## src/rtl/fsk_div_pkg.sv

```systemverilog
package fsk_div_pkg;

  typedef enum logic [1:0] {
    MOD_PLAIN0 = 2'b00,
    MOD_PLAIN1 = 2'b01,
    MOD_SWITCH = 2'b10,
    MOD_PLAIN3 = 2'b11
  } mod_sel_e;

  // Returns the index of the active divider set.
  function automatic logic pick_set(input logic [1:0] mode, input logic bit_in);
    if (mode == MOD_SWITCH) return bit_in;
    return 1'b1;
  endfunction

  // Total feedback ratio for a swallow count a and program count n.
  function automatic int unsigned fb_span(input int unsigned a, input int unsigned n,
                                          input int unsigned pre);
    int unsigned n_eff;
    n_eff = (n == 0) ? 1 : n;
    if (a <= n_eff) return pre * n_eff + a;
    return (pre + 1) * n_eff;
  endfunction

endpackage

```

## src/rtl/fsk_set_select.sv

```systemverilog
module fsk_set_select #(
  parameter int A_W = 6,
  parameter int N_W = 12,
  parameter int M_W = 10
) (
  input  logic [1:0]     mod_mode,
  input  logic           fsk_bit,
  input  logic [A_W-1:0] set0_a,
  input  logic [N_W-1:0] set0_n,
  input  logic [M_W-1:0] set0_m,
  input  logic [A_W-1:0] set1_a,
  input  logic [N_W-1:0] set1_n,
  input  logic [M_W-1:0] set1_m,
  output logic [A_W-1:0] a_sel,
  output logic [N_W-1:0] n_sel,
  output logic [M_W-1:0] m_sel
);
  import fsk_div_pkg::*;

  logic           use_one;
  logic [N_W-1:0] n_raw;
  logic [M_W-1:0] m_raw;

  assign use_one = pick_set(mod_mode, fsk_bit);
  assign a_sel   = use_one ? set1_a : set0_a;
  assign n_raw   = use_one ? set1_n : set0_n;
  assign m_raw   = use_one ? set1_m : set0_m;

  // A zero count would never terminate a period; treat it as one.
  assign n_sel = (n_raw == '0) ? N_W'(1) : n_raw;
  assign m_sel = (m_raw == '0) ? M_W'(1) : m_raw;
endmodule

```

## src/rtl/fsk_ref_divider.sv

```systemverilog
module fsk_ref_divider #(
  parameter int M_W = 10
) (
  input  logic           clk,
  input  logic           rst_n,
  input  logic           en,
  input  logic [M_W-1:0] m_sel,
  output logic           wrap,
  output logic           at_start,
  output logic [M_W-1:0] m_hold
);
  logic [M_W-1:0] cnt;
  logic [M_W-1:0] m_cur;

  assign at_start = (cnt == '0);
  assign m_cur    = at_start ? m_sel : m_hold;
  assign wrap     = en && (cnt == m_cur - 1'b1);

  always_ff @(posedge clk or negedge rst_n) begin
    if (!rst_n) begin
      cnt    <= '0;
      m_hold <= '0;
    end else if (en) begin
      if (at_start) m_hold <= m_sel;
      cnt <= wrap ? '0 : cnt + 1'b1;
    end
  end
endmodule

```

## src/rtl/fsk_dual_prescaler.sv

```systemverilog
module fsk_dual_prescaler #(
  parameter int PRE = 64
) (
  input  logic clk,
  input  logic rst_n,
  input  logic en,
  input  logic plus1,
  output logic tick,
  output logic cnt_zero
);
  localparam int PW = $clog2(PRE + 1);

  logic [PW-1:0] cnt;
  logic [PW-1:0] lim;

  assign lim      = plus1 ? PW'(PRE) : PW'(PRE - 1);
  assign tick     = en && (cnt == lim);
  assign cnt_zero = (cnt == '0);

  always_ff @(posedge clk or negedge rst_n) begin
    if (!rst_n)  cnt <= '0;
    else if (en) cnt <= tick ? '0 : cnt + 1'b1;
  end
endmodule

```

## src/rtl/fsk_swallow_counter.sv

```systemverilog
module fsk_swallow_counter #(
  parameter int A_W = 6,
  parameter int N_W = 12
) (
  input  logic           clk,
  input  logic           rst_n,
  input  logic           vco_en,
  input  logic           tick,
  input  logic           pre_zero,
  input  logic [A_W-1:0] a_sel,
  input  logic [N_W-1:0] n_sel,
  output logic           plus1,
  output logic           wrap,
  output logic           at_start,
  output logic [A_W-1:0] a_hold,
  output logic [N_W-1:0] n_hold
);
  logic [N_W-1:0] k;
  logic [A_W-1:0] a_cur;
  logic [N_W-1:0] n_cur;

  assign at_start = (k == '0) && pre_zero;
  assign a_cur    = at_start ? a_sel : a_hold;
  assign n_cur    = at_start ? n_sel : n_hold;
  assign plus1    = k < N_W'(a_cur);
  assign wrap     = tick && (k == n_cur - 1'b1);

  always_ff @(posedge clk or negedge rst_n) begin
    if (!rst_n) begin
      a_hold <= '0;
      n_hold <= '0;
    end else if (vco_en && at_start) begin
      a_hold <= a_sel;
      n_hold <= n_sel;
    end
  end

  always_ff @(posedge clk or negedge rst_n) begin
    if (!rst_n)    k <= '0;
    else if (tick) k <= wrap ? '0 : k + 1'b1;
  end
endmodule

```

## src/rtl/fsk_pll_divider.sv

```systemverilog
module fsk_pll_divider #(
  parameter int A_W = 6,
  parameter int N_W = 12,
  parameter int M_W = 10,
  parameter int PRE = 64
) (
  input  logic           clk,
  input  logic           rst_n,
  input  logic           ref_en,
  input  logic           vco_en,
  input  logic [1:0]     mod_mode,
  input  logic           fsk_bit,
  input  logic [A_W-1:0] set0_a,
  input  logic [N_W-1:0] set0_n,
  input  logic [M_W-1:0] set0_m,
  input  logic [A_W-1:0] set1_a,
  input  logic [N_W-1:0] set1_n,
  input  logic [M_W-1:0] set1_m,
  output logic           ref_pulse,
  output logic           fb_pulse
);
  logic [A_W-1:0] a_sel;
  logic [N_W-1:0] n_sel;
  logic [M_W-1:0] m_sel;
  logic           ref_wrap, ref_at_start;
  logic [M_W-1:0] ref_m_hold;
  logic           pre_tick, pre_zero, plus1;
  logic           fb_wrap, fb_at_start;
  logic [A_W-1:0] fb_a_hold;
  logic [N_W-1:0] fb_n_hold;

  fsk_set_select #(.A_W(A_W), .N_W(N_W), .M_W(M_W)) u_sel (
    .mod_mode(mod_mode), .fsk_bit(fsk_bit),
    .set0_a(set0_a), .set0_n(set0_n), .set0_m(set0_m),
    .set1_a(set1_a), .set1_n(set1_n), .set1_m(set1_m),
    .a_sel(a_sel), .n_sel(n_sel), .m_sel(m_sel)
  );

  fsk_ref_divider #(.M_W(M_W)) u_ref (
    .clk(clk), .rst_n(rst_n), .en(ref_en), .m_sel(m_sel),
    .wrap(ref_wrap), .at_start(ref_at_start), .m_hold(ref_m_hold)
  );

  fsk_dual_prescaler #(.PRE(PRE)) u_pre (
    .clk(clk), .rst_n(rst_n), .en(vco_en), .plus1(plus1),
    .tick(pre_tick), .cnt_zero(pre_zero)
  );

  fsk_swallow_counter #(.A_W(A_W), .N_W(N_W)) u_swl (
    .clk(clk), .rst_n(rst_n), .vco_en(vco_en), .tick(pre_tick),
    .pre_zero(pre_zero), .a_sel(a_sel), .n_sel(n_sel),
    .plus1(plus1), .wrap(fb_wrap), .at_start(fb_at_start),
    .a_hold(fb_a_hold), .n_hold(fb_n_hold)
  );

  always_ff @(posedge clk or negedge rst_n) begin
    if (!rst_n) begin
      ref_pulse <= 1'b0;
      fb_pulse  <= 1'b0;
    end else begin
      ref_pulse <= ref_wrap;
      fb_pulse  <= fb_wrap;
    end
  end
endmodule

```

## config.mk

```make
export PLATFORM = sky130hd
export DESIGN_NAME = fsk_pll_divider
export DESIGN_NICKNAME = d
export VERILOG_FILES = /design/src/rtl/fsk_div_pkg.sv /design/src/rtl/fsk_set_select.sv /design/src/rtl/fsk_ref_divider.sv /design/src/rtl/fsk_dual_prescaler.sv /design/src/rtl/fsk_swallow_counter.sv /design/src/rtl/fsk_pll_divider.sv
export SDC_FILE = /design/constraint.sdc
export NUM_CORES = 1
export LEC_CHECK = 0
export BUFFER_PORTS_ARGS = -buffer_cell sky130_fd_sc_hd__buf_2
export CORE_ASPECT_RATIO = 0.7
export CORE_MARGIN = 10
export CORE_UTILIZATION = 40
export DETAILED_ROUTE_END_ITERATION = 8
export MAX_ROUTING_LAYER = met4
export PLACE_DENSITY = 0.57
export SLEW_MARGIN = 5
export SYNTH_ARGS = -nofsm -noshare
export SYNTH_HDL_FRONTEND = slang
export SYNTH_SLANG_ARGS = --single-unit
```

## constraint.sdc

```tcl
create_clock -name clk -period 4.16 [get_ports clk]
set_input_delay 0.832 -clock clk [delete_from_list [all_inputs] [get_ports clk]]
set_output_delay 0.832 -clock clk [all_outputs]
set_load 0.005 [all_outputs]
```

==> metrics.txt, run 1 <==
# TYPE chip_impl_metric gauge
chip_impl_metric{name="maxSlewViolCount",unit=""} 0
chip_impl_metric{name="synth.distinct_cells",unit=""} 70
chip_impl_metric{name="via_count_of_the_first_global_routing_pass",unit=""} 3957
chip_impl_metric{name="final_layout_size_suffix_gt1_frac",unit=""} 0.256
chip_impl_metric{name="design_area",unit="um^2"} 5470
chip_impl_metric{name="timing.slew.headroom",unit=""} 0.360
chip_impl_metric{name="p_sw_frac",unit=""} 0.342
chip_impl_metric{name="detailedRoute.firstPassIterationCount",unit=""} 5
chip_impl_info{name="synth_area_leaders",value="dfrtp_1, mux2i_1, nand2_1"} 1
chip_impl_metric{name="net_switching_power_figure",unit="W"} 0.000798
chip_impl_metric{name="final_hold_viols",unit=""} 0
chip_impl_info{name="netlist.top_cell.by_area",value="dfrtp_1"} 1
chip_impl_info{name="timing.rr.end",value="u_swl.k[4]$_DFFE_PN0N_"} 1
chip_impl_metric{name="met2WireLength",unit="um"} 5100
chip_impl_metric{name="finalNonFillerCells",unit=""} 747
chip_impl_info{name="synth_top_flop_cell",value="dfrtp_1"} 1
chip_impl_metric{name="cell_leakage_power",unit="nW"} 2.41
chip_impl_metric{name="ir_worst_vdd",unit="V"} 0.000270
chip_impl_metric{name="grt_util_overall",unit=""} 0.169
chip_impl_metric{name="global_route.overflow_total",unit=""} 0
chip_impl_metric{name="post_synthesis_net_count",unit=""} 588
chip_impl_metric{name="clkSinkCount",unit=""} 59
chip_impl_info{name="cts-root-buf",value="clkbuf_16"} 1
chip_impl_info{name="status",value="completed"} 1
chip_impl_metric{name="finalWeightedCongestion",unit=""} 0.886
chip_impl_metric{name="die-height",unit="um"} 109
chip_impl_metric{name="clock_tree.htree_level_count",unit=""} 3
chip_impl_info{name="timing.critical_path.cells",value="inv_1 -> ha_1 -> nor4bb_4 -> and3_1 -> nand2_2 -> nand2_1 -> o21a_1 -> ha_1 -> and3_2 -> o211ai_2 -> o41ai_2 -> o2111ai_1 -> nor4_4 -> nor2_2 -> a221o_1"} 1
chip_impl_info{name="cp-endpoint",value="u_swl.k[4]$_DFFE_PN0N_"} 1
chip_impl_metric{name="critPathArrivalTime",unit="ns"} 4.13
chip_impl_metric{name="worst_r2r_path_depth",unit=""} 15
chip_impl_metric{name="synth_simple_gate_area_share",unit=""} 0.267
chip_impl_metric{name="final_util",unit=""} 0.494
chip_impl_metric{name="cts-buffers-inserted",unit=""} 9
chip_impl_metric{name="cp_num_buf_inv",unit=""} 1
chip_impl_metric{name="required_time_of_the_critical_path",unit="ns"} 4.37
chip_impl_metric{name="max_freq",unit="GHz"} 0.255
chip_impl_info{name="cp_top_family",value="simple AND/OR/NAND/NOR gates"} 1
chip_impl_info{name="cp-start-kind",value="register"} 1
chip_impl_metric{name="grt_pass1_wl",unit="um"} 21100
chip_impl_metric{name="drc_errors",unit=""} 0
chip_impl_metric{name="vias_post_dr",unit=""} 4115
chip_impl_metric{name="postSynthCellCount",unit=""} 512
chip_impl_metric{name="synthAdderAreaFrac",unit=""} 0.0357
chip_impl_metric{name="async_set_or_reset_register_ratio_after_synthesis",unit=""} 1.00
chip_impl_metric{name="synthDominantCellAreaShare",unit=""} 0.324
chip_impl_metric{name="cap_violations",unit=""} 0
chip_impl_info{name="worstHoldPathType",value="register to register"} 1
chip_impl_metric{name="postRouteWirelength",unit="um"} 13300
chip_impl_metric{name="portBuffers",unit=""} 64
chip_impl_info{name="synthMostInstantiatedCell",value="dfrtp_1"} 1
chip_impl_metric{name="setup-tns-final",unit="ns"} 0
chip_impl_info{name="synth_top_family_by_area",value="simple AND/OR/NAND/NOR gates"} 1
chip_impl_metric{name="worst_path_largest_cell_delay",unit="ns"} 0.54
chip_impl_metric{name="synth-compound-area-share",unit=""} 0.129
chip_impl_metric{name="avgViaCountPerCell",unit=""} 5.51
chip_impl_metric{name="synthMuxAreaShare",unit=""} 0.123
chip_impl_info{name="timing.critical_path.mode_cell",value="ha_1"} 1
chip_impl_metric{name="num_rows",unit=""} 32
chip_impl_metric{name="postCtsHoldBufs",unit=""} 0
chip_impl_info{name="yosys-top-cells-count",value="dfrtp_1, nand2_1, nor2_1, mux2i_1, o21ai_0"} 1
chip_impl_metric{name="crit_path_max_fanout",unit=""} 7
chip_impl_metric{name="clk_transition_reported_paths",unit="ns"} 0.06
chip_impl_metric{name="dieWidth",unit="um"} 148
chip_impl_metric{name="worst_reg_to_reg_setup_slack",unit="ns"} 0.24
chip_impl_metric{name="maximum_number_of_pins_on_one_net_before_global_route_repair",unit=""} 40
chip_impl_metric{name="final_period_minus_worst_setup_slack",unit="ns"} 3.92
chip_impl_metric{name="dp.cells",unit=""} 731
chip_impl_metric{name="synthXorXnorAreaFrac",unit=""} 0.0824
chip_impl_metric{name="setup_viol",unit=""} 0
chip_impl_metric{name="wl_per_cell",unit="um"} 17.8
chip_impl_metric{name="clock_power_share",unit=""} 0.350
chip_impl_metric{name="synth_seq_cells",unit=""} 59
chip_impl_metric{name="synthesis.area_per_instance",unit="um^2"} 8.90
chip_impl_metric{name="worstSkewPairLatency",unit="ns"} 0.33
chip_impl_info{name="top_signal_layer_used",value="met4"} 1
chip_impl_metric{name="num_antenna_cells",unit=""} 0
chip_impl_info{name="worstSetupStartpoint",value="u_pre.cnt[0]$_DFFE_PN0P_"} 1
chip_impl_metric{name="power_frac_comb",unit=""} 0.312
chip_impl_metric{name="placed_cell_area",unit="um^2"} 5130
chip_impl_info{name="end_kind",value="register"} 1
chip_impl_metric{name="p_seq_frac",unit=""} 0.338
chip_impl_metric{name="power_report.internal_total",unit="W"} 0.00154
chip_impl_metric{name="critical_path_depth",unit=""} 15
chip_impl_metric{name="post-place-ws",unit="ns"} 0.0515
chip_impl_metric{name="fin_nets",unit=""} 665
chip_impl_metric{name="power.density",unit="nW/um^2"} 427
chip_impl_info{name="critPathKind",value="register to register"} 1
chip_impl_metric{name="io-pin-count",unit=""} 65
chip_impl_metric{name="detailedPlacementHpwl",unit="um"} 10500
chip_impl_metric{name="yosysWarnings",unit=""} 0
chip_impl_metric{name="cell_area_after_synthesis",unit="um^2"} 4560
chip_impl_metric{name="max_clock_skew",unit="ns"} 0.00455
chip_impl_metric{name="synth-seq-area-share",unit=""} 0.324
chip_impl_metric{name="core_area",unit="um^2"} 11100
chip_impl_metric{name="area_growth_syn_to_layout",unit="%"} 20.1
chip_impl_metric{name="ant_nets",unit=""} 0
chip_impl_metric{name="setup_slack",unit="ns"} 0.244
chip_impl_info{name="timing.critical_path.slowest_stage_cell",value="nor4_4"} 1
chip_impl_info{name="cts_tree",value="done"} 1
chip_impl_metric{name="die_area",unit="um^2"} 16100
chip_impl_metric{name="fin_crit_sh",unit=""} 0.941
chip_impl_metric{name="route.met3.wl",unit="um"} 915
chip_impl_metric{name="drt_first_iter_violations",unit=""} 338
chip_impl_metric{name="post_cts_setup_bufs",unit=""} 0
chip_impl_metric{name="wl_met1",unit="um"} 7150
chip_impl_metric{name="antenna_found_initial",unit=""} 0
chip_impl_metric{name="tightestPinTransition",unit="ns"} 0.958
chip_impl_metric{name="cts.repair.resized",unit=""} 0
chip_impl_info{name="worst_r2r_startpoint",value="u_pre.cnt[0]$_DFFE_PN0P_"} 1
chip_impl_metric{name="cts.path.max_buffers",unit=""} 2
chip_impl_metric{name="synth_edf_count",unit=""} 0
chip_impl_metric{name="start_util",unit=""} 0.411
==> power by group through the flow <==
stage | registers [W] | clock network [W] | logic, W
after floorplan | 0.000763 | 0 | 0.000506
after detailed placement | 0.000797 | 0 | 0.000716
after global placement | 0.000792 | 0 | 0.000694
final | 0.000791 | 0.000817 | 0.000728
after CTS | 0.000788 | 0.000838 | 0.000721
after global routing | 0.000805 | 0.000862 | 0.000810
==> logic make-up (layout without fill, tap and decap cells) <==
kind of cell	count (synthesis)	in the layout
compound gates	87	87
simple gates	226	226
mux	52	52
fa+ha+maj	13	13
xor+xnor	42	42
buf+inv	33	115
flops	59	59
==> sequential cells by signal (all words and copies together) (netlist names) <==
name / flops
fb_pulse: 1
ref_pulse: 1
u_pre.cnt: 7
u_ref.cnt: 10
u_ref.m_hold: 10
u_swl.a_hold: 6
u_swl.k: 12
u_swl.n_hold: 12
==> through the flow <==
stage / total power, W / hold WS [ns]
after floorplan: 0.00127 / 0.444
after global routing: 0.00248 / 0.507
final: 0.00234 / 0.478
after global placement: 0.00149 / 0.462
after CTS: 0.00235 / 0.482
after detailed placement: 0.00151 / 0.468
==> tightest hold or removal path: stages (launching register included) <==
cell	delay, ns
dfrtp_1	0.34
nand2_1	0.05
o21ai_0	0.06
==> per-layer routing <==
| metal | vias up | GRT usage |
|---|---|---|
| li1 | 2002 | - |
| met2 | 134 | 0.214 |
| met4 | 0 | 0.0515 |
| met3 | 9 | 0.0415 |
| met5 | - | - |
| met1 | 1970 | 0.251 |
==> worst min-delay path by stage <==
stage | start | slack [ns] | cells past startpoint | to
after detailed placement | u_swl.a_hold[0]$_DFFE_PN0P_ | 0.47 | 2 | u_swl.a_hold[0]$_DFFE_PN0P_
after floorplan | u_swl.a_hold[0]$_DFFE_PN0P_ | 0.44 | 2 | u_swl.a_hold[0]$_DFFE_PN0P_
final | u_swl.a_hold[0]$_DFFE_PN0P_ | 0.48 | 2 | u_swl.a_hold[0]$_DFFE_PN0P_
after global placement | u_swl.a_hold[0]$_DFFE_PN0P_ | 0.46 | 2 | u_swl.a_hold[0]$_DFFE_PN0P_
after global routing | u_swl.a_hold[0]$_DFFE_PN0P_ | 0.51 | 2 | u_swl.a_hold[0]$_DFFE_PN0P_
after CTS | u_swl.a_hold[0]$_DFFE_PN0P_ | 0.48 | 2 | u_swl.a_hold[0]$_DFFE_PN0P_
==> cell usage in the layout (no fill, tap or decap), types with 3 or more instances in the layout <==
cell,Yosys,final
a31oi_1,7,7
xnor2_1,21,21
buf_2,4,64
a22o_1,3,3
o21a_1,3,3
clkbuf_16,0,9
o21bai_1,4,4
mux2_2,17,17
nor2_1,42,42
inv_1,11,11
nand2b_1,7,7
xor2_1,20,20
nand3b_1,5,5
nor4_1,13,13
mux2i_1,33,33
o21ai_0,25,24
buf_4,5,22
nor2_2,9,9
ha_1,13,13
and2_1,7,7
and3_1,7,7
dfrtp_1,59,59
a21oi_1,19,19
nor2b_1,9,9
nand2_1,57,57
nor3_1,19,18
nand4_1,15,15
nand3_1,18,18
==> cell type report <==
cell class	count	area [um^2]
inverter	11	41.3
clock inverter	7	101
clock buffer	9	225
tap	153	191
multi-input combinational	420	2910
sequential	59	1480
timing repair buffer	88	526
fill	1058	5620
No activity file was read; power rests on OpenSTA's default activity.
==> run 2: changes to the inputs <==
Settings changed: ABC_CLOCK_PERIOD_IN_PS set to 4160, CELL_PAD_IN_SITES_DETAIL_PLACEMENT set to 0, CELL_PAD_IN_SITES_GLOBAL_PLACEMENT set to 1, CORE_UTILIZATION 40 to 44, PLACE_DENSITY 0.57 to 0.79.
==> run 2 against run 1 <==
Effect of this change: core utilization up 5.2 points; clock skew is 0.0046 ns higher; clock power fell by 12%; non-clock buffer count up 3; global-route usage up 1.5 points; final cell count shrank 2.9%; final area decreased by 1.2%; sequential cell count unchanged; worst setup slack got worse by 0.046 ns; critical path type unchanged; critical endpoint unchanged; largest power group is now registers.
==> metrics.txt, run 2 (synthesis results as in run 1) <==
# TYPE chip_impl_metric gauge
chip_impl_info{name="status",value="completed"} 1
chip_impl_metric{name="dieWidth",unit="um"} 142
chip_impl_metric{name="report.power.total",unit="W"} 0.00223
chip_impl_metric{name="crit_path_max_fanout",unit=""} 15
chip_impl_metric{name="num-fill-cells",unit=""} 928
chip_impl_metric{name="required_time_of_the_critical_path",unit="ns"} 4.38
chip_impl_metric{name="maximum_number_of_pins_on_one_net_before_global_route_repair",unit=""} 35
chip_impl_metric{name="critPathArrivalTime",unit="ns"} 4.18
chip_impl_metric{name="via_count_of_the_first_global_routing_pass",unit=""} 4056
chip_impl_metric{name="clkSinkCount",unit=""} 59
chip_impl_info{name="timing.critical_path.slowest_stage_cell",value="dfrtp_1"} 1
chip_impl_metric{name="max_clock_skew",unit="ns"} 0.00911
chip_impl_metric{name="area_growth_syn_to_layout",unit="%"} 18.7
chip_impl_metric{name="cts-buffers-inserted",unit=""} 9
chip_impl_metric{name="portBuffers",unit=""} 64
chip_impl_metric{name="num_rows",unit=""} 30
chip_impl_metric{name="final_hold_viols",unit=""} 0
chip_impl_metric{name="ir_worst_vdd",unit="V"} 0.000318
chip_impl_metric{name="die-height",unit="um"} 105
chip_impl_metric{name="timing.slew.headroom",unit=""} 0.360
chip_impl_metric{name="finalNonFillerCells",unit=""} 725
chip_impl_info{name="largestRegisters",value="u_swl.k: 12 flops, u_swl.n_hold: 12 flops"} 1
chip_impl_metric{name="clock_tree.htree_level_count",unit=""} 3
chip_impl_metric{name="setup-tns-final",unit="ns"} 0
chip_impl_info{name="cts-root-buf",value="clkbuf_16"} 1
chip_impl_metric{name="final_period_minus_worst_setup_slack",unit="ns"} 3.96
chip_impl_metric{name="power.density",unit="nW/um^2"} 412
chip_impl_metric{name="vias_post_dr",unit=""} 4109
chip_impl_metric{name="fin_crit_sh",unit=""} 0.952
chip_impl_metric{name="setup_viol",unit=""} 0
chip_impl_info{name="layout_commonest_cell",value="buf_2"} 1
chip_impl_metric{name="drt_first_iter_violations",unit=""} 285
chip_impl_metric{name="die_area",unit="um^2"} 14900
chip_impl_metric{name="cell_leakage_power",unit="nW"} 2.42
chip_impl_metric{name="postRouteWirelength",unit="um"} 13100
chip_impl_info{name="cp-start-kind",value="register"} 1
chip_impl_info{name="critPathKind",value="register to register"} 1
chip_impl_metric{name="maxSlewViolCount",unit=""} 0
chip_impl_metric{name="ant_nets",unit=""} 0
chip_impl_info{name="end_kind",value="register"} 1
chip_impl_metric{name="core_area",unit="um^2"} 9910
chip_impl_metric{name="io-pin-count",unit=""} 65
chip_impl_metric{name="dp.cells",unit=""} 708
chip_impl_metric{name="tightestPinTransition",unit="ns"} 0.958
chip_impl_metric{name="start_util",unit=""} 0.460
chip_impl_info{name="final_cell_mix",value="buf_2, dfrtp_1, nand2_1"} 1
chip_impl_metric{name="worstSkewPairLatency",unit="ns"} 0.34
chip_impl_metric{name="wl_per_cell",unit="um"} 18.1
chip_impl_metric{name="grt_pass1_wl",unit="um"} 21600
chip_impl_metric{name="worst_path_largest_cell_delay",unit="ns"} 0.42
chip_impl_metric{name="drc_errors",unit=""} 0
chip_impl_info{name="timing.critical_path.cells",value="inv_1 -> ha_1 -> nor4bb_4 -> and3_1 -> nand2_4 -> buf_4 -> o21a_1 -> ha_1 -> nand3_1 -> nand2_1 -> o311ai_0 -> a221oi_1 -> nor4_4 -> buf_4 -> nor2_2 -> a221o_1"} 1
chip_impl_metric{name="fin_nets",unit=""} 668
chip_impl_metric{name="max_freq",unit="GHz"} 0.252
chip_impl_metric{name="clk_transition_reported_paths",unit="ns"} 0.06
chip_impl_metric{name="grt_util_overall",unit=""} 0.183
chip_impl_info{name="cts_tree",value="done"} 1
chip_impl_metric{name="final_util",unit=""} 0.546
chip_impl_metric{name="num_antenna_cells",unit=""} 0
chip_impl_metric{name="postCtsHoldBufs",unit=""} 0
chip_impl_metric{name="cts.path.max_buffers",unit=""} 2
chip_impl_metric{name="detailedPlacementHpwl",unit="um"} 10400
chip_impl_metric{name="antenna_found_initial",unit=""} 0
chip_impl_metric{name="final_layout_size_suffix_gt1_frac",unit=""} 0.258
chip_impl_metric{name="cap_violations",unit=""} 0
chip_impl_metric{name="hold_ws",unit="ns"} 0.483
chip_impl_info{name="worstHoldPathType",value="register to register"} 1
chip_impl_metric{name="avgViaCountPerCell",unit=""} 5.67
chip_impl_metric{name="global_route.overflow_total",unit=""} 0
chip_impl_metric{name="finalWeightedCongestion",unit=""} 0.956
chip_impl_metric{name="detailedRoute.firstPassIterationCount",unit=""} 5
==> run 2: cell types whose count changed in the layout (fill, tap and decap cells not counted), sizes merged <==
cell    before  now
buf         88   91
bufinv       2    0
clkinv       2    1
inv         12   15
==> run 2: cell type report <==
class                           count  area (um^2)  area share
Tap cell                          128          160      0.0296
Multi-Input combinational cell    420         2910       0.538
Clock buffer                        9          225      0.0416
Timing Repair Buffer               91          536      0.0990
Sequential cell                    59         1480       0.273
Inverter                           11         41.3     0.00763
Clock inverter                      7         58.8      0.0109
==> run 2: final timing paths <==
check	startpoint	endpoint	slack (ns)	depth (start not counted)
worst max-delay path	u_pre.cnt[0]$_DFFE_PN0P_	u_swl.k[4]$_DFFE_PN0N_	0.20	16
worst min-delay path	u_swl.a_hold[0]$_DFFE_PN0P_	u_swl.a_hold[0]$_DFFE_PN0P_	0.48	2
worst max register to register	u_pre.cnt[0]$_DFFE_PN0P_	u_swl.k[4]$_DFFE_PN0N_	0.20	16
worst min register to register	u_swl.a_hold[0]$_DFFE_PN0P_	u_swl.a_hold[0]$_DFFE_PN0P_	0.48	2
max in group asynchronous	rst_n	u_swl.n_hold[2]$_DFFE_PN0P_	2.68	2
min in group asynchronous	rst_n	u_swl.n_hold[9]$_DFFE_PN0P_	0.59	1
==> run 2: worst max-delay path: cells and delay by family, from the launching register on <==
kind	cells	cell delay [ns]
buffers and inverters	3	0.52
and+or+nand+nor	7	1.37
DFF	1	0.42
AOI/OAI and AO/OA	4	1.09
adders and majority gates	2	0.44
==> run 2: through the flow <==
step                worst slack (ns)  cell area (um^2)
floorplan                      0.239              4560
global placement               0.174              5100
detailed placement            0.0689              5100
CTS                           0.0435              5390
global route                -0.00399              5410
finish                         0.198              5410
==> run 2: repair_timing <==
item                                    CTS  global route
endpoints found under the setup margin    0            13
gates resized for setup                   0             2
buffers inserted                          0             1
==> run 2: metal layers <==
layer	GRT usage	share of wire
met1	0.280	0.54
met5	-	0
met3	0.0484	0.076
met4	0.0509	0.013
met2	0.223	0.37
==> run 2: report_power, final <==
| group | total (W) | internal, W | switching (W) |
|---|---|---|---|
| Combinational | 0.000725 | 0.000331 | 0.000395 |
| Clock | 0.000718 | 0.000412 | 0.000306 |
| Sequential | 0.000786 | 0.000672 | 0.000114 |
